[src/rtl/strobe_fifo_pkg.sv]
package strobe_fifo_pkg;

    // Phase of one strobe handshake side
    typedef enum logic {
        PH_OPEN = 1'b0,   // waiting for the strobe to rise
        PH_HELD = 1'b1    // strobe accepted, waiting for its fall
    } hs_phase_t;

    typedef struct packed {
        logic half;
        logic band;
    } occ_flags_t;

    function automatic occ_flags_t occ_eval(input int unsigned cnt,
                                            input int unsigned half_lvl,
                                            input int unsigned high_lvl,
                                            input int unsigned low_lvl);
        occ_flags_t f;
        f.half = (cnt >= half_lvl);
        f.band = (cnt >= high_lvl) || (cnt <= low_lvl);
        return f;
    endfunction

endpackage

[src/rtl/strobe_sync.sv]
module strobe_sync #(
    parameter int STAGES = 2
) (
    input  logic clk,
    input  logic d,
    output logic q
);
    logic [STAGES-1:0] chain_q;

    generate
        for (genvar i = 0; i < STAGES; i++) begin : g_stage
            if (i == 0) begin : g_first
                always_ff @(posedge clk) chain_q[0] <= d;
            end else begin : g_next
                always_ff @(posedge clk) chain_q[i] <= chain_q[i-1];
            end
        end
    endgenerate

    assign q = chain_q[STAGES-1];
endmodule

[src/rtl/strobe_store.sv]
module strobe_store #(
    parameter int DATA_W = 8,
    parameter int DEPTH  = 64,
    localparam int AW    = $clog2(DEPTH)
) (
    input  logic              clk,
    input  logic              we,
    input  logic [AW-1:0]     waddr,
    input  logic [DATA_W-1:0] wdata,
    input  logic [AW-1:0]     raddr,
    output logic [DATA_W-1:0] rdata
);
    logic [DATA_W-1:0] cell_q [DEPTH];

    always_ff @(posedge clk) begin
        if (we) cell_q[waddr] <= wdata;
    end

    assign rdata = cell_q[raddr];
endmodule

[src/rtl/strobe_port_ctrl.sv]
module strobe_port_ctrl
    import strobe_fifo_pkg::*;
#(
    parameter int AW = 6
) (
    input  logic          clk,
    input  logic          rst,
    input  logic          lvl,     // synchronized strobe level
    input  logic          block,   // no room (write side) or no word (read side)
    output logic          start,   // accept: strobe high while open and unblocked
    output logic          finish,  // complete: strobe low while held
    output logic          ready,
    output logic [AW-1:0] ptr
);
    hs_phase_t ph_q;

    assign start  = lvl && (ph_q == PH_OPEN) && !block;
    assign finish = !lvl && (ph_q == PH_HELD);
    assign ready  = (ph_q == PH_OPEN) && !block;

    always_ff @(posedge clk) begin
        if (rst) begin
            ph_q <= PH_OPEN;
            ptr  <= '0;
        end else if (start) begin
            ph_q <= PH_HELD;
        end else if (finish) begin
            ph_q <= PH_OPEN;
            ptr  <= ptr + AW'(1);
        end
    end
endmodule

[src/rtl/strobe_occ.sv]
module strobe_occ
    import strobe_fifo_pkg::*;
#(
    parameter int DEPTH    = 64,
    parameter int HALF_LVL = 32,
    parameter int HIGH_LVL = 56,
    parameter int LOW_LVL  = 8,
    localparam int CW      = $clog2(DEPTH + 1)
) (
    input  logic          clk,
    input  logic          rst,
    input  logic          inc,
    input  logic          dec,
    output logic [CW-1:0] count,
    output logic          full,
    output logic          empty,
    output occ_flags_t    flags
);
    always_ff @(posedge clk) begin
        if (rst) begin
            count <= '0;
        end else begin
            case ({inc, dec})
                2'b10:   count <= count + CW'(1);
                2'b01:   count <= count - CW'(1);
                default: count <= count;
            endcase
        end
    end

    assign full  = (count == CW'(DEPTH));
    assign empty = (count == '0);
    assign flags = occ_eval(32'(count), HALF_LVL, HIGH_LVL, LOW_LVL);
endmodule

[src/rtl/strobe_fifo.sv]
module strobe_fifo
    import strobe_fifo_pkg::*;
#(
    parameter int DATA_W      = 8,
    parameter int DEPTH       = 64,
    parameter int HALF_LVL    = 32,
    parameter int HIGH_LVL    = 56,
    parameter int LOW_LVL     = 8,
    parameter int SYNC_STAGES = 2
) (
    input  logic              clk,
    input  logic              rst,
    input  logic              shift_in,
    input  logic              shift_out,
    input  logic [DATA_W-1:0] din,
    input  logic              out_disable,
    output logic              in_ready,
    output logic              out_ready,
    output logic [DATA_W-1:0] dout,
    output logic              dout_floating,
    output logic              half_full,
    output logic              edge_band
);
    localparam int AW      = $clog2(DEPTH);
    localparam int CW      = $clog2(DEPTH + 1);
    localparam bit HAS_OE  = (DATA_W == 8);

    logic              si_lvl, so_lvl;
    logic              wr_start, wr_finish, rd_start, rd_finish;
    logic [AW-1:0]     wptr, rptr, head_addr;
    logic [DATA_W-1:0] head_word, dout_q;
    logic [CW-1:0]     count;
    logic              full, empty, head_load;
    occ_flags_t        flags;

    strobe_sync #(.STAGES(SYNC_STAGES)) u_si_sync (.clk(clk), .d(shift_in),  .q(si_lvl));
    strobe_sync #(.STAGES(SYNC_STAGES)) u_so_sync (.clk(clk), .d(shift_out), .q(so_lvl));

    strobe_port_ctrl #(.AW(AW)) u_wr (
        .clk(clk), .rst(rst), .lvl(si_lvl), .block(full),
        .start(wr_start), .finish(wr_finish), .ready(in_ready), .ptr(wptr)
    );

    strobe_port_ctrl #(.AW(AW)) u_rd (
        .clk(clk), .rst(rst), .lvl(so_lvl), .block(empty),
        .start(rd_start), .finish(rd_finish), .ready(out_ready), .ptr(rptr)
    );

    strobe_occ #(
        .DEPTH(DEPTH), .HALF_LVL(HALF_LVL), .HIGH_LVL(HIGH_LVL), .LOW_LVL(LOW_LVL)
    ) u_occ (
        .clk(clk), .rst(rst), .inc(wr_finish), .dec(rd_finish),
        .count(count), .full(full), .empty(empty), .flags(flags)
    );

    // Next head: the word behind the one being removed, or the word
    // being committed into an empty buffer.
    assign head_addr = rd_finish ? (rptr + AW'(1)) : wptr;
    assign head_load = (rd_finish && ((count > CW'(1)) || wr_finish))
                     || (wr_finish && empty);

    strobe_store #(.DATA_W(DATA_W), .DEPTH(DEPTH)) u_store (
        .clk(clk), .we(wr_start), .waddr(wptr), .wdata(din),
        .raddr(head_addr), .rdata(head_word)
    );

    always_ff @(posedge clk) begin
        if (rst)            dout_q <= '0;
        else if (head_load) dout_q <= head_word;
    end

    generate
        if (HAS_OE) begin : g_oe
            assign dout          = out_disable ? '0 : dout_q;
            assign dout_floating = out_disable;
        end else begin : g_no_oe
            logic oe_unused;
            assign oe_unused     = out_disable;
            assign dout          = dout_q;
            assign dout_floating = 1'b0 & oe_unused;
        end
    endgenerate

    assign half_full = flags.half;
    assign edge_band = flags.band;

    // rd_start is consumed inside u_rd; keep it visible for the checker
    logic rd_take;
    assign rd_take = rd_start;
endmodule

[config.mk]
export PLATFORM = sky130hd
export DESIGN_NAME = strobe_fifo
export DESIGN_NICKNAME = d
export VERILOG_FILES = /design/src/rtl/strobe_fifo_pkg.sv /design/src/rtl/strobe_sync.sv /design/src/rtl/strobe_store.sv /design/src/rtl/strobe_port_ctrl.sv /design/src/rtl/strobe_occ.sv /design/src/rtl/strobe_fifo.sv
export SDC_FILE = /design/constraint.sdc
export NUM_CORES = 1
export LEC_CHECK = 0
export ABC_AREA = 1
export BUFFER_PORTS_ARGS = -buffer_cell sky130_fd_sc_hd__buf_2
export CORE_MARGIN = 2
export CORE_UTILIZATION = 63
export CTS_CLUSTER_DIAMETER = 40
export DETAILED_ROUTE_END_ITERATION = 8
export PLACE_DENSITY = 0.76
export SLEW_MARGIN = 20
export SYNTH_ARGS = -nofsm -noshare
export SYNTH_HDL_FRONTEND = slang
export SYNTH_SLANG_ARGS = --single-unit
[constraint.sdc]
create_clock -name clk -period 2.9 [get_ports clk]
set_clock_uncertainty 0.2 [all_clocks]
set_input_delay 0.29 -clock clk [delete_from_list [all_inputs] [get_ports clk]]
set_output_delay 0.29 -clock clk [all_outputs]
set_load 0.05 [all_outputs]
==> metrics.yaml <==
critPathLaunch: "u_so_sync.q"
grt_overflow: 0
drc: 0
cpMaxStageDelayCell: "dfxtp_1"
via_count: 17700
drtAntennaViolNets: 0
internal_power_w: 0.0140
timing.rr.end: "dout_q[6]"
area_delta_synth_final_pct: 14.6
layout.nets: 2398
wl_mm: 63.5
tns_ns: 0
min_period_over_period_pct: 97.2
relSlewSlack_pct: 45.1
yosys_warnings: 0
grt_pass1_vias: 17100
rows: 72
cts_max_level: 3
final.fill_count: 2599
core_mm2: 0.0384
cts_tree: "done"
final-setup-viol-count: 0
worst_ir_drop_vdd_uv: 911
ys.flop_type: "edfxtp_1"
cap_violations: 0
dieWidth_um: 201
p_sw_share_pct: 23.8
drive_gt1_share_pct: 11.1
worstMarginPinSlew_ns: 0.824
grt_max_degree: 84
initial_core_util_pct: 63.5
routed_via_density: 6.01
postSynthRegisterBits: 545
p_clk_share_pct: 45.3
worstPathRequired_ns: 3.20
path_class: "register to register"
p_per_area_mw_per_mm2: 657
slowest_delay_ns: 0.31
drt_iter0_drc: 2084
pwr-share-seq_pct: 47.1
first_pass_iters: 6
async_flop_share_pct: 0
status: "finished clean"
crit_top_cell: "nand3_1"
p_total_w: 0.0184
ioPinCount: 26
worstPathCellList: "inv_1 > nand2_2 > nand2_4 > buf_16 > buf_12 > nand3_1 > nand3_1 > nand3_1 > nand3_1 > nand3_1 > nand3_1 > nand3_1 > nand2_1 > inv_1"
numClockSinks: 545
die_h_um: 201
grt_setup_unrepaired: "false"
slew_viol_final: 0
fmax_mhz: 355
routedWlPerCell_um: 21.5
syn_avg_cell_area_um2: 10.6
cp.arrival_ns: 3.12
endpoint_kind: "register"
globalplace.congestion: 0.903
cts_buffer_depth: 3
p_leak_nw: 11.3
clockRootBuffer: "clkbuf_16"
timing.rr.start: "u_so_sync.q"
hold_viol: 0
synth_seq_area_share_pct: 65.8
n_antenna_cell: 0
crit_path_end: "dout_q[6]"
ys_types: 28
dp_hpwl_mm: 37.1
cp_max_fo: 54
hold_class: "input port to register"
portBuffers: 25
synth_area_mm2: 0.0244
timing.final.crit_period_ns: 2.82
switchingPower_w: 0.00437
synth.top_cells.by_area: "edfxtp_1 63%, nand3_1 11%, nand2_1 5.8%"
combPwrFrac_pct: 7.6
die_area_mm2: 0.0403
synth_top_area_cell: "edfxtp_1"
syn_inst: 2293
synth_top_area_share_pct: 63.1
track_usage_pct: 31.5
antenna_found_initial: 0
grt_first_pass_wirelength_mm: 96.7
r2r_slack_ns: 0.08
ff2ff_path_depth: 14
clk_pin_slew_worst_paths_ns: 0.06
cts_buffers: 67
synth-edff-count: 512
clk-insertion-delay-late_ns: 0.59
start_kind: "register"
syn-num-nets: 2313
Yosys cell counts, types with 3 or more instances:
master	instances
a21oi_1	22
nand2_1	379
buf_4	12
buf_2	88
nand4_1	10
nand3_1	528
nor3_1	6
nand3b_1	161
ha_1	7
inv_1	353
buf_6	13
edfxtp_1	512
dfxtp_1	33
nor2_1	88
o21ai_2	3
clkbuf_1	20
o211ai_1	10
o21ai_0	32
timing repair:
| action | CTS | global route |
|---|---|---|
| setup endpoints to repair | 0 | 3 |
| hold endpoints to repair | 28 | 0 |
| hold buffers | 4 | 0 |
| buffers inserted | 0 | 0 |
| resized for setup | 0 | 5 |
worst max-delay path, delay by kind of cell (launching register included):
kind / cells / cell delay [ns]
flip-flops: 1 / 0.31
AND/OR/NAND/NOR: 10 / 1.43
buffers and inverters: 4 / 0.74
cell families after synthesis:
group	synth area share, %
buffers and inverters	8.68
XOR/XNOR	0.0359
AND/OR/NAND/NOR	23.4
AO/OA/AOI/OAI	1.71
adder cells (fa/ha/maj)	0.359
flip-flops	65.8
power groups by stage:
stage	Sequential, W	Combinational [W]	Clock (W)
after detailed placement	0.00881	0.00135	0
after global placement	0.00881	0.00133	0
after floorplan	0.00881	0.000819	0
after global routing	0.00865	0.00150	0.00866
final	0.00865	0.00139	0.00831
after CTS	0.00865	0.00136	0.00836
layout make-up:
class	instances	area, um2	share of cell area, %
inverter	357	1350	4.82
timing repair buffer	152	1390	4.99
clock buffer	80	1800	6.44
multi-input combinational	1255	6270	22.5
tap	518	648	2.32
clock inverter	42	432	1.55
sequential	545	16000	57.4
worst min-delay path by stage:
stage / start / cells past startpoint / endpoint
finish: din[5] / 2 / u_store.cell_q[49][5]
floorplan: u_si_sync.chain_q[0] / 0 / u_si_sync.q
CTS: din[1] / 1 / u_store.cell_q[15][1]
global route: din[5] / 2 / u_store.cell_q[54][5]
global placement: u_si_sync.chain_q[0] / 0 / u_si_sync.q
detailed placement: u_si_sync.chain_q[0] / 0 / u_si_sync.q
per-stage QoR:
step | cell area [um2] | utilization [%] | hold WS, ns | setup WS [ns] | instances
global placement | 25600 | 66.8 | 0.120 | 0.153 | 2822
floorplan | 24400 | - | 0.110 | 0.277 | 2293
finish | 27900 | 72.8 | 0.0763 | 0.0806 | 2949
CTS | 27900 | 72.7 | 0.0605 | 0.0929 | 2948
detailed placement | 25600 | 66.8 | 0.120 | 0.102 | 2822
global route | 27900 | 72.8 | 0.0808 | 0.0132 | 2949
sequential cells by signal, indices dropped and copies added (netlist names):
register,cells
u_occ.count,7
u_si_sync.q,1
u_si_sync.chain_q,1
u_store.cell_q,512
dout_q,8
u_rd.ptr,6
u_rd.ph_q,1
u_wr.ptr,6
u_so_sync.q,1
u_wr.ph_q,1
u_so_sync.chain_q,1
layout by cell type (no fill, tap or decap), types with 2 or more instances in the layout:
| cell | netlist | final |
|---|---|---|
| clkbuf_1 | 20 | 8 |
| clkbuf_8 | 0 | 3 |
| inv_8 | 0 | 2 |
| nand3_1 | 528 | 527 |
| o21ai_0 | 32 | 32 |
| clkinvlp_4 | 0 | 6 |
| buf_12 | 0 | 21 |
| o211a_1 | 2 | 2 |
| nand3b_1 | 161 | 161 |
| nor3_1 | 6 | 6 |
| clkinv_2 | 0 | 9 |
| nand4_1 | 10 | 10 |
| o21ai_2 | 3 | 3 |
| nand2_4 | 0 | 3 |
| clkbuf_16 | 0 | 70 |
| o211ai_1 | 10 | 10 |
| inv_4 | 0 | 2 |
| nor2_1 | 88 | 88 |
| ha_1 | 7 | 7 |
| edfxtp_1 | 512 | 512 |
| buf_2 | 88 | 25 |
| buf_4 | 12 | 99 |
| dlygate4sd3_1 | 0 | 4 |
| dfxtp_1 | 33 | 32 |
| clkinv_1 | 2 | 7 |
| o21bai_1 | 2 | 2 |
| nand2_1 | 379 | 376 |
| clkinv_4 | 0 | 6 |
| inv_1 | 353 | 352 |
| a21oi_1 | 22 | 22 |
| inv_6 | 0 | 7 |
| bufinv_16 | 0 | 5 |
layer usage:
metal	routed length (um)	GRT usage [%]	vias to the layer above
met2	30800	51.6	1075
met4	2770	15.3	0
met5	0	0	-
li1	-	-	7979
met3	6390	5.28	197
met1	23600	41.4	8472
No activity file was read; power rests on OpenSTA's default activity.
